$ cat config.mk
export PLATFORM = sky130hd
export DESIGN_NAME = bt_frame_engine
export DESIGN_NICKNAME = d
export VERILOG_FILES = /design/src/rtl/bt_frame_pkg.sv /design/src/rtl/bt_req_store.sv /design/src/rtl/bt_rsp_store.sv /design/src/rtl/bt_frame_engine.sv
export SDC_FILE = /design/constraint.sdc
export NUM_CORES = 1
export LEC_CHECK = 0
export ABC_AREA = 1
export BUFFER_PORTS_ARGS = -buffer_cell sky130_fd_sc_hd__buf_2
export CORE_MARGIN = 2
export CORE_UTILIZATION = 30
export CTS_CLUSTER_DIAMETER = 40
export DETAILED_ROUTE_END_ITERATION = 8
export PLACE_DENSITY = 0.45
export SYNTH_ARGS = -nofsm -noshare
export SYNTH_HDL_FRONTEND = slang
export SYNTH_SLANG_ARGS = --single-unit
$ cat constraint.sdc
create_clock -name clk -period 6.96 [get_ports clk]
set_input_delay 1.044 -clock clk [delete_from_list [all_inputs] [get_ports clk]]
set_output_delay 1.044 -clock clk [all_outputs]
set_load 0.02 [all_outputs]
$ cat src/rtl/bt_frame_pkg.sv
package bt_frame_pkg;

    typedef enum logic [2:0] {
        ST_IDLE,
        ST_CHECK,
        ST_CAPS,
        ST_FWD,
        ST_RX,
        ST_HDR
    } eng_state_e;

    localparam logic [7:0] NETFN_APP_REQ = 8'h18;
    localparam logic [7:0] CMD_CAPS      = 8'h36;
    localparam logic [7:0] NETFN_RSP_BIT = 8'h04;
    localparam logic [7:0] CC_TOO_LONG   = 8'hCA;
    localparam int         CAPS_BYTES    = 10;
    localparam logic [7:0] CAPS_TIME_S   = 8'd10;

    function automatic logic [7:0] sat_byte(input int v);
        return (v > 255) ? 8'hFF : 8'(v);
    endfunction

endpackage

$ cat src/rtl/bt_req_store.sv
module bt_req_store #(
    parameter int DEPTH = 64,
    parameter int CNT_W = 8,
    localparam int IDX_W = $clog2(DEPTH)
) (
    input  logic             clk,
    input  logic             rst_n,
    input  logic             wr_en,
    input  logic [7:0]       wr_data,
    input  logic             clr,
    output logic [CNT_W-1:0] len,
    input  logic [IDX_W-1:0] rd_addr,
    output logic [7:0]       rd_data,
    output logic [7:0]       hdr0,
    output logic [7:0]       hdr1,
    output logic [7:0]       hdr2,
    output logic [7:0]       hdr3
);
    localparam logic [CNT_W-1:0] CAP = CNT_W'(DEPTH);

    logic [7:0]       mem_q [DEPTH];
    logic [CNT_W-1:0] len_d, len_q;

    always_comb begin
        len_d = len_q;
        if (clr)
            len_d = '0;
        else if (wr_en && !(&len_q))
            len_d = len_q + 1'b1;
    end

    always_ff @(posedge clk or negedge rst_n) begin
        if (!rst_n)
            len_q <= '0;
        else
            len_q <= len_d;
    end

    always_ff @(posedge clk) begin
        if (wr_en && !clr && (len_q < CAP))
            mem_q[IDX_W'(len_q)] <= wr_data;
    end

    assign len     = len_q;
    assign rd_data = mem_q[rd_addr];
    assign hdr0    = mem_q[0];
    assign hdr1    = mem_q[1];
    assign hdr2    = mem_q[2];
    assign hdr3    = mem_q[3];

endmodule

$ cat src/rtl/bt_rsp_store.sv
module bt_rsp_store #(
    parameter int DEPTH = 64,
    parameter int CNT_W = 8,
    localparam int IDX_W = $clog2(DEPTH)
) (
    input  logic             clk,
    input  logic             rst_n,
    input  logic             wr_en,
    input  logic [IDX_W-1:0] wr_addr,
    input  logic [7:0]       wr_data,
    input  logic             kill,
    input  logic             load,
    input  logic [CNT_W-1:0] load_len,
    input  logic             pop,
    output logic [7:0]       rd_data,
    output logic             avail
);
    logic [7:0]       mem_q [DEPTH];
    logic [CNT_W-1:0] ptr_d, ptr_q, len_d, len_q;
    logic [CNT_W-1:0] ptr_inc;

    assign avail   = ptr_q < len_q;
    assign ptr_inc = ptr_q + 1'b1;

    always_comb begin
        ptr_d = ptr_q;
        len_d = len_q;
        if (kill) begin
            ptr_d = '0;
            len_d = '0;
        end else if (load) begin
            ptr_d = '0;
            len_d = load_len;
        end else if (pop && avail) begin
            if (ptr_inc == len_q) begin
                ptr_d = '0;
                len_d = '0;
            end else begin
                ptr_d = ptr_inc;
            end
        end
    end

    always_ff @(posedge clk or negedge rst_n) begin
        if (!rst_n) begin
            ptr_q <= '0;
            len_q <= '0;
        end else begin
            ptr_q <= ptr_d;
            len_q <= len_d;
        end
    end

    always_ff @(posedge clk) begin
        if (wr_en)
            mem_q[wr_addr] <= wr_data;
    end

    assign rd_data = avail ? mem_q[IDX_W'(ptr_q)] : 8'hFF;

endmodule

$ cat src/rtl/bt_frame_engine.sv
module bt_frame_engine
    import bt_frame_pkg::*;
#(
    parameter int IN_DEPTH  = 64,
    parameter int OUT_DEPTH = 64,
    parameter int ID_W      = 8
) (
    input  logic            clk,
    input  logic            rst_n,
    input  logic            in_wr,
    input  logic [7:0]      in_data,
    input  logic            in_clr,
    input  logic            go,
    input  logic            attn_clr,
    output logic            busy,
    output logic            attn,
    output logic            rsp_done,
    output logic            fwd_valid,
    input  logic            fwd_ready,
    output logic [7:0]      fwd_data,
    output logic            fwd_last,
    output logic [ID_W-1:0] fwd_id,
    input  logic            rsp_valid,
    output logic            rsp_ready,
    input  logic [7:0]      rsp_data,
    input  logic            rsp_last,
    input  logic [ID_W-1:0] rsp_id,
    input  logic            out_pop,
    output logic [7:0]      out_data,
    output logic            out_avail
);
    localparam int IIDX_W = $clog2(IN_DEPTH);
    localparam int OIDX_W = $clog2(OUT_DEPTH);
    localparam int MAXD   = (IN_DEPTH > OUT_DEPTH) ? IN_DEPTH : OUT_DEPTH;
    localparam int CNT_W  = $clog2(MAXD + 1) + 1;
    localparam logic [CNT_W-1:0] IN_CAP   = CNT_W'(IN_DEPTH);
    localparam logic [CNT_W-1:0] OVER_LIM = CNT_W'(OUT_DEPTH - 2);
    localparam logic [7:0]       IN_SZ    = sat_byte(IN_DEPTH);
    localparam logic [7:0]       OUT_SZ   = sat_byte(OUT_DEPTH);

    typedef struct packed {
        eng_state_e      st;
        logic            busy;
        logic            attn;
        logic            done;
        logic            match;
        logic [7:0]      seq;
        logic [7:0]      netfn;
        logic [7:0]      cmd;
        logic [ID_W-1:0] id;
        logic [CNT_W-1:0] cnt;
        logic [CNT_W-1:0] idx;
    } eng_t;

    eng_t eng_d, eng_q;

    logic [CNT_W-1:0]  in_len;
    logic [7:0]        hdr0, hdr1, hdr2, hdr3, rd_byte;
    logic [IIDX_W-1:0] rd_addr;
    logic              drop_req;
    logic              ow_en, kill, load;
    logic [OIDX_W-1:0] ow_addr;
    logic [7:0]        ow_data;
    logic [CNT_W-1:0]  load_len;
    logic              over;
    logic              fwd_end;

    function automatic logic [7:0] caps_byte(input logic [CNT_W-1:0] i,
                                             input logic [7:0] nf,
                                             input logic [7:0] sq,
                                             input logic [7:0] cm);
        case (int'(i))
            0:       return 8'(CAPS_BYTES - 1);
            1:       return nf | NETFN_RSP_BIT;
            2:       return sq;
            3:       return cm;
            4:       return 8'h00;
            5:       return 8'h01;
            6:       return IN_SZ;
            7:       return OUT_SZ;
            8:       return CAPS_TIME_S;
            default: return 8'h00;
        endcase
    endfunction

    bt_req_store #(.DEPTH(IN_DEPTH), .CNT_W(CNT_W)) u_req (
        .clk     (clk),
        .rst_n   (rst_n),
        .wr_en   (in_wr),
        .wr_data (in_data),
        .clr     (in_clr | drop_req),
        .len     (in_len),
        .rd_addr (rd_addr),
        .rd_data (rd_byte),
        .hdr0    (hdr0),
        .hdr1    (hdr1),
        .hdr2    (hdr2),
        .hdr3    (hdr3)
    );

    bt_rsp_store #(.DEPTH(OUT_DEPTH), .CNT_W(CNT_W)) u_rsp (
        .clk      (clk),
        .rst_n    (rst_n),
        .wr_en    (ow_en),
        .wr_addr  (ow_addr),
        .wr_data  (ow_data),
        .kill     (kill),
        .load     (load),
        .load_len (load_len),
        .pop      (out_pop),
        .rd_data  (out_data),
        .avail    (out_avail)
    );

    assign over    = eng_q.cnt > OVER_LIM;
    assign fwd_end = eng_q.idx == (in_len - CNT_W'(3));
    assign rd_addr = (eng_q.idx == '0) ? IIDX_W'(1) : IIDX_W'(eng_q.idx + CNT_W'(2));

    always_comb begin
        eng_d     = eng_q;
        eng_d.done = 1'b0;
        drop_req  = 1'b0;
        ow_en     = 1'b0;
        ow_addr   = '0;
        ow_data   = 8'h00;
        kill      = 1'b0;
        load      = 1'b0;
        load_len  = '0;
        fwd_valid = 1'b0;
        fwd_last  = 1'b0;
        rsp_ready = 1'b0;

        if (attn_clr)
            eng_d.attn = 1'b0;

        case (eng_q.st)
            ST_IDLE: begin
                if (go) begin
                    eng_d.busy = 1'b1;
                    eng_d.st   = ST_CHECK;
                end else begin
                    rsp_ready = 1'b1;
                    if (rsp_valid) begin
                        eng_d.netfn = rsp_data;
                        eng_d.match = (rsp_id == eng_q.id);
                        eng_d.cnt   = CNT_W'(1);
                        eng_d.idx   = '0;
                        kill        = (rsp_id == eng_q.id);
                        if (rsp_last)
                            eng_d.st = (rsp_id == eng_q.id) ? ST_HDR : ST_IDLE;
                        else
                            eng_d.st = ST_RX;
                    end
                end
            end

            ST_CHECK: begin
                eng_d.idx = '0;
                if (in_len < CNT_W'(4)) begin
                    eng_d.st = ST_IDLE;
                end else if ((in_len > IN_CAP) || (int'(in_len) != int'(hdr0) + 1)) begin
                    drop_req = 1'b1;
                    eng_d.st = ST_IDLE;
                end else begin
                    eng_d.netfn = hdr1;
                    eng_d.seq   = hdr2;
                    eng_d.cmd   = hdr3;
                    if ((hdr1 == NETFN_APP_REQ) && (hdr3 == CMD_CAPS)) begin
                        kill     = 1'b1;
                        eng_d.st = ST_CAPS;
                    end else begin
                        eng_d.st = ST_FWD;
                    end
                end
            end

            ST_CAPS: begin
                ow_en     = 1'b1;
                ow_addr   = OIDX_W'(eng_q.idx);
                ow_data   = caps_byte(eng_q.idx, eng_q.netfn, eng_q.seq, eng_q.cmd);
                eng_d.idx = eng_q.idx + 1'b1;
                if (int'(eng_q.idx) == CAPS_BYTES - 1) begin
                    load       = 1'b1;
                    load_len   = CNT_W'(CAPS_BYTES);
                    eng_d.busy = 1'b0;
                    eng_d.attn = 1'b1;
                    eng_d.done = 1'b1;
                    eng_d.st   = ST_IDLE;
                end
            end

            ST_FWD: begin
                fwd_valid = 1'b1;
                fwd_last  = fwd_end;
                if (fwd_ready) begin
                    eng_d.idx = eng_q.idx + 1'b1;
                    if (fwd_end)
                        eng_d.st = ST_IDLE;
                end
            end

            ST_RX: begin
                rsp_ready = 1'b1;
                if (rsp_valid) begin
                    if (eng_q.cnt == CNT_W'(1))
                        eng_d.cmd = rsp_data;
                    if (eng_q.match && (eng_q.cnt < OVER_LIM)) begin
                        ow_en   = 1'b1;
                        ow_addr = OIDX_W'(eng_q.cnt + CNT_W'(2));
                        ow_data = rsp_data;
                    end
                    if (!(&eng_q.cnt))
                        eng_d.cnt = eng_q.cnt + 1'b1;
                    if (rsp_last) begin
                        eng_d.idx = '0;
                        eng_d.st  = eng_q.match ? ST_HDR : ST_IDLE;
                    end
                end
            end

            ST_HDR: begin
                ow_en     = 1'b1;
                ow_addr   = OIDX_W'(eng_q.idx);
                eng_d.idx = eng_q.idx + 1'b1;
                case (int'(eng_q.idx))
                    0:       ow_data = over ? 8'd4 : 8'(eng_q.cnt + 1'b1);
                    1:       ow_data = eng_q.netfn;
                    2:       ow_data = eng_q.seq;
                    3:       ow_data = eng_q.cmd;
                    default: ow_data = CC_TOO_LONG;
                endcase
                if (int'(eng_q.idx) == (over ? 4 : 2)) begin
                    load       = 1'b1;
                    load_len   = over ? CNT_W'(5) : (eng_q.cnt + CNT_W'(2));
                    eng_d.id   = eng_q.id + 1'b1;
                    eng_d.busy = 1'b0;
                    eng_d.attn = 1'b1;
                    eng_d.done = 1'b1;
                    eng_d.st   = ST_IDLE;
                end
            end

            default: eng_d.st = ST_IDLE;
        endcase
    end

    always_ff @(posedge clk or negedge rst_n) begin
        if (!rst_n) begin
            eng_q <= '{st: ST_IDLE, default: '0};
        end else begin
            eng_q <= eng_d;
        end
    end

    assign busy     = eng_q.busy;
    assign attn     = eng_q.attn;
    assign rsp_done = eng_q.done;
    assign fwd_data = rd_byte;
    assign fwd_id   = eng_q.id;

endmodule

==> reports/metrics.json <==
{
  "synth.ff_latch_count": {"value": 1103},
  "multiplexer_share_of_the_synthesized_area": {"value": 0.00865},
  "antenna_violations_before_repair": {"value": 1},
  "finalHoldWorstSlack": {"value": 0.255, "unit": "ns"},
  "hpwlAfterDp": {"value": 83000, "unit": "um"},
  "r2r_slack": {"value": 2.99, "unit": "ns"},
  "floorplan.die.height": {"value": 406, "unit": "um"},
  "cts_hold_repair.buffers": {"value": 0},
  "synth-async-reset-ratio": {"value": 0.0716},
  "coreArea": {"value": 161000, "unit": "um2"},
  "timing.final.crit_share": {"value": 0.872},
  "synth_fp_nets": {"value": 4527},
  "crit_path_frequent_cell": {"value": "sky130_fd_sc_hd__nand3_1"},
  "crit_path_top_delay_cell": {"value": "sky130_fd_sc_hd__buf_4"},
  "fillers": {"value": 16000},
  "power.clock.fraction": {"value": 0.481},
  "ys.warnings.count": {"value": 0},
  "seq_power_share": {"value": 0.408},
  "finalMaxSlewViolations": {"value": 0},
  "layout-drive-gt1-share": {"value": 0.101},
  "timing.setup.tns": {"value": 0, "unit": "ns"},
  "worstMarginPinSlew": {"value": 1.22, "unit": "ns"},
  "timing.max_slew.rel_slack": {"value": 0.182},
  "crit_path_start_kind": {"value": "flip-flop"},
  "ctsRootBufferMaster": {"value": "sky130_fd_sc_hd__clkbuf_16"},
  "hold_viol": {"value": 0},
  "switching_part_of_the_total": {"value": 0.270},
  "routedWlPerCell": {"value": 21.0, "unit": "um"},
  "finClkSkew": {"value": 0.0435, "unit": "ns"},
  "worstSkewPairLatency": {"value": 0.79, "unit": "ns"},
  "crit_path_max_fo": {"value": 85},
  "post_drt_via_cell_ratio": {"value": 4.77},
  "post_synth_inst_count": {"value": 4471},
  "netlist-cell-type-count": {"value": 51},
  "timing.critical_path.cells": {"value": "inv_1 > ha_1 > nand2_2 > nor2_4 > nor2_4 > buf_4 > buf_4 > nand3_1 > nand3_1 > nand3_1 > nand3_1 > nand3_1 > nand2_1 > buf_2"},
  "worst-endpoint-arrival": {"value": 5.02, "unit": "ns"},
  "status": {"value": "finished clean"},
  "worstHoldPathType": {"value": "in -> async"},
  "antenna_cells_inserted": {"value": 0},
  "synth_area_per_cell": {"value": 10.9, "unit": "um2"},
  "worst-path-buf-inv": {"value": 4},
  "antenna_violating_nets_post_route": {"value": 0},
  "synth-seq-area-share": {"value": 0.674},
  "yosys.area_share.xor_xnor": {"value": 0.00569},
  "final_period_minus_worst_setup_slack": {"value": 6.07, "unit": "ns"},
  "worst_r2r_path_depth": {"value": 16},
  "dr_total_vias": {"value": 32500},
  "power.ir.vdd_worst": {"value": 0.257, "unit": "mV"},
  "critical_path.endpoint": {"value": "fwd_data[0]"},
  "syn2layout_area_growth": {"value": 16.8, "unit": "%"},
  "regToRegStartpoint": {"value": "u_req.len[0]"},
  "start_util": {"value": 0.302},
  "setup_repair_after_global_routing_missed_its_margin": {"value": "no"},
  "max_buffers_root_to_sink": {"value": 3},
  "fin_nets": {"value": 4565},
  "core.rowCount": {"value": 147},
  "setup.worst_path.end_class": {"value": "primary output"},
  "placement.io_buffers": {"value": 64},
  "synth-adder-area-share": {"value": 0.00567},
  "synthSimpleGateAreaFrac": {"value": 0.168},
  "total_cts_buffers": {"value": 169},
  "cts.htree.levels": {"value": 4},
  "detail_route.iter0.violations": {"value": 2587},
  "power.share.combinational": {"value": 0.111},
  "multi_input_area": {"value": 12700, "unit": "um2"},
  "postCtsSetupBuffers": {"value": 0},
  "largest_net_degree_at_the_start_of_global_routing": {"value": 162},
  "floorplan.die.width": {"value": 406, "unit": "um"},
  "clk_transition_reported_paths": {"value": 0.05, "unit": "ns"},
  "post_cts_resized": {"value": 0},
  "slowest_delay": {"value": 0.90, "unit": "ns"},
  "fmax": {"value": 165, "unit": "MHz"},
  "crit_path_start": {"value": "eng_q[0]"},
  "seq_area": {"value": 32700, "unit": "um2"},
  "finalWeightedCongestion": {"value": 0.806},
  "top_level_ports": {"value": 65},
  "clkSinkCount": {"value": 1103},
  "finalSetupViolations": {"value": 0},
  "synth_compound_area_frac": {"value": 0.0715},
  "globalRouteOverflowTotal": {"value": 0},
  "synth_edf_count": {"value": 1024},
  "power.net_switching": {"value": 4.82, "unit": "mW"},
  "critical_path.top_delay_family": {"value": "buffers and inverters"},
  "syn_area": {"value": 48600, "unit": "um2"},
  "commonest_register_cell_after_synthesis": {"value": "sky130_fd_sc_hd__edfxtp_1"},
  "grt_first_pass_wirelength": {"value": 212000, "unit": "um"},
  "post-route-drc-count": {"value": 0},
  "worst-path-stages": {"value": 14},
  "fp.dieArea": {"value": 165000, "unit": "um2"},
  "combinational_family_with_the_most_area_after_synthesis": {"value": "simple AND/OR/NAND/NOR gates"},
  "power-per-cell-area": {"value": 315, "unit": "nW/um2"},
  "vias_in_the_first_global_route": {"value": 31700},
  "drtPass1Iterations": {"value": 6},
  "drv_cap": {"value": 0},
  "worst-setup-path-type": {"value": "reg -> out"},
  "static-leakage-power": {"value": 20.0, "unit": "nW"},
  "all_layer_gr_usage": {"value": 0.173},
  "worst-endpoint-required": {"value": 5.92, "unit": "ns"},
  "cts_tree": {"value": "built"},
  "power_report.internal_total": {"value": 13.1, "unit": "mW"},
  "drt-total-wl": {"value": 143000, "unit": "um"},
  "timing.rr.end": {"value": "u_req.mem_q[34][2]"}
}
==> cell usage in the layout (no fill, tap or decap), drive strengths merged, types with 22 or more instances in the layout <==
master / instances
inv: 557
o21ai: 296
xor2: 23
clkinvlp: 28
nand2: 868
clkinv: 67
o211ai: 89
edfxtp: 1024
o221ai: 67
mux2i: 42
o22ai: 70
clkbuf: 187
nor3: 23
a21oi: 22
buf: 109
ha: 22
nand4: 25
dfrtp: 79
nor2: 443
nand3: 541
==> layer usage <==
| layer | GRT usage | wire length (um) |
|---|---|---|
| met5 | 0 | 19 |
| met4 | 0.0605 | 4340 |
| met3 | 0.0284 | 6810 |
| met2 | 0.279 | 67500 |
| met1 | 0.234 | 64300 |
==> layout make-up <==
cell class / count / area share
clock buffers: 187 / 0.0768
clock inverters: 128 / 0.0252
inverters: 543 / 0.0361
multi-input cells: 2583 / 0.225
flip-flops and latches: 1103 / 0.577
well taps: 2160 / 0.0476
repair buffers: 109 / 0.0130
==> worst min-delay path by stage <==
stage          slack (ns)  depth (start not counted)              to
6_report             0.25                          1       eng_q[44]
5_1_grt              0.25                          1       eng_q[44]
4_1_cts              0.22                          1       eng_q[44]
3_5_place_dp         0.47                          2  u_rsp.len_q[4]
3_3_place_gp         0.46                          2  u_rsp.len_q[4]
2_1_floorplan        0.44                          2  u_rsp.len_q[4]
==> per-stage QoR <==
step	setup slack (ns)	total power, mW	utilization	instances	instance area, um2
floorplan	1.88	8.60	-	4471	48600
global placement	1.87	9.44	0.317	6498	51000
detailed placement	1.76	9.44	0.317	6498	51000
CTS	0.893	18.1	0.353	6813	56800
global route	0.633	18.5	0.353	6813	56800
finish	0.892	17.9	0.353	6813	56800
==> Yosys cell counts (23+ instances only) <==
master | count | area share
sky130_fd_sc_hd__mux2i_1 | 42 | 0.0087
sky130_fd_sc_hd__o21ai_0 | 266 | 0.027
sky130_fd_sc_hd__clkbuf_1 | 108 | 0.0083
sky130_fd_sc_hd__o22ai_1 | 65 | 0.0084
sky130_fd_sc_hd__xor2_1 | 23 | 0.0041
sky130_fd_sc_hd__nor2_1 | 432 | 0.033
sky130_fd_sc_hd__o21ai_1 | 29 | 0.0030
sky130_fd_sc_hd__buf_4 | 43 | 0.0066
sky130_fd_sc_hd__o221ai_1 | 67 | 0.012
sky130_fd_sc_hd__buf_2 | 75 | 0.0077
sky130_fd_sc_hd__nand2_1 | 860 | 0.066
sky130_fd_sc_hd__nand3_1 | 540 | 0.056
sky130_fd_sc_hd__dfrtp_1 | 79 | 0.041
sky130_fd_sc_hd__inv_1 | 516 | 0.040
sky130_fd_sc_hd__edfxtp_1 | 1024 | 0.63
sky130_fd_sc_hd__o211ai_1 | 89 | 0.014
==> worst reg2reg max path, stage by stage, from the launching register on <==
cell and delay [ns]:
sky130_fd_sc_hd__dfrtp_1 0.50, sky130_fd_sc_hd__inv_1 0.27, sky130_fd_sc_hd__ha_1 0.19, sky130_fd_sc_hd__inv_1 0.04, sky130_fd_sc_hd__nor2_1 0.11, sky130_fd_sc_hd__nand3_1 0.08
sky130_fd_sc_hd__nand2_1 0.06, sky130_fd_sc_hd__nand2_1 0.05, sky130_fd_sc_hd__nor2_1 0.15, sky130_fd_sc_hd__nand2_1 0.09, sky130_fd_sc_hd__nor2_2 0.13, sky130_fd_sc_hd__nor2_1 0.06
sky130_fd_sc_hd__nand2_1 0.08, sky130_fd_sc_hd__nand4_2 0.26, sky130_fd_sc_hd__inv_2 0.31, sky130_fd_sc_hd__nand2_1 0.36, sky130_fd_sc_hd__nor2_1 0.84
==> cell families (layout without fill, tap and decap cells) <==
| group | after synthesis | in the layout |
|---|---|---|
| compound gates | 565 | 565 |
| xor+xnor | 30 | 30 |
| fa+ha+maj | 22 | 22 |
| buf+inv | 785 | 967 |
| flops | 1103 | 1103 |
| mux | 42 | 42 |
| simple gates | 1924 | 1924 |
==> power groups by stage <==
stage          logic (mW)  registers (mW)  clock network (mW)
2_1_floorplan        1.24            7.36                   0
3_3_place_gp         2.01            7.43                   0
3_5_place_dp         2.01            7.43                   0
4_1_cts              2.02            7.29                8.78
5_1_grt              2.17            7.30                9.06
6_report             1.98            7.29                8.60
==> state kept, by name, indices dropped and copies added (netlist names) <==
name / count
attn: 1
u_rsp.len_q: 8
busy: 1
u_rsp.mem_q: 512
eng_q: 44
rsp_done: 1
u_req.mem_q: 512
fwd_id: 8
u_req.len: 8
u_rsp.ptr_q: 8
Note: power is estimated with default switching activity, not from simulation.
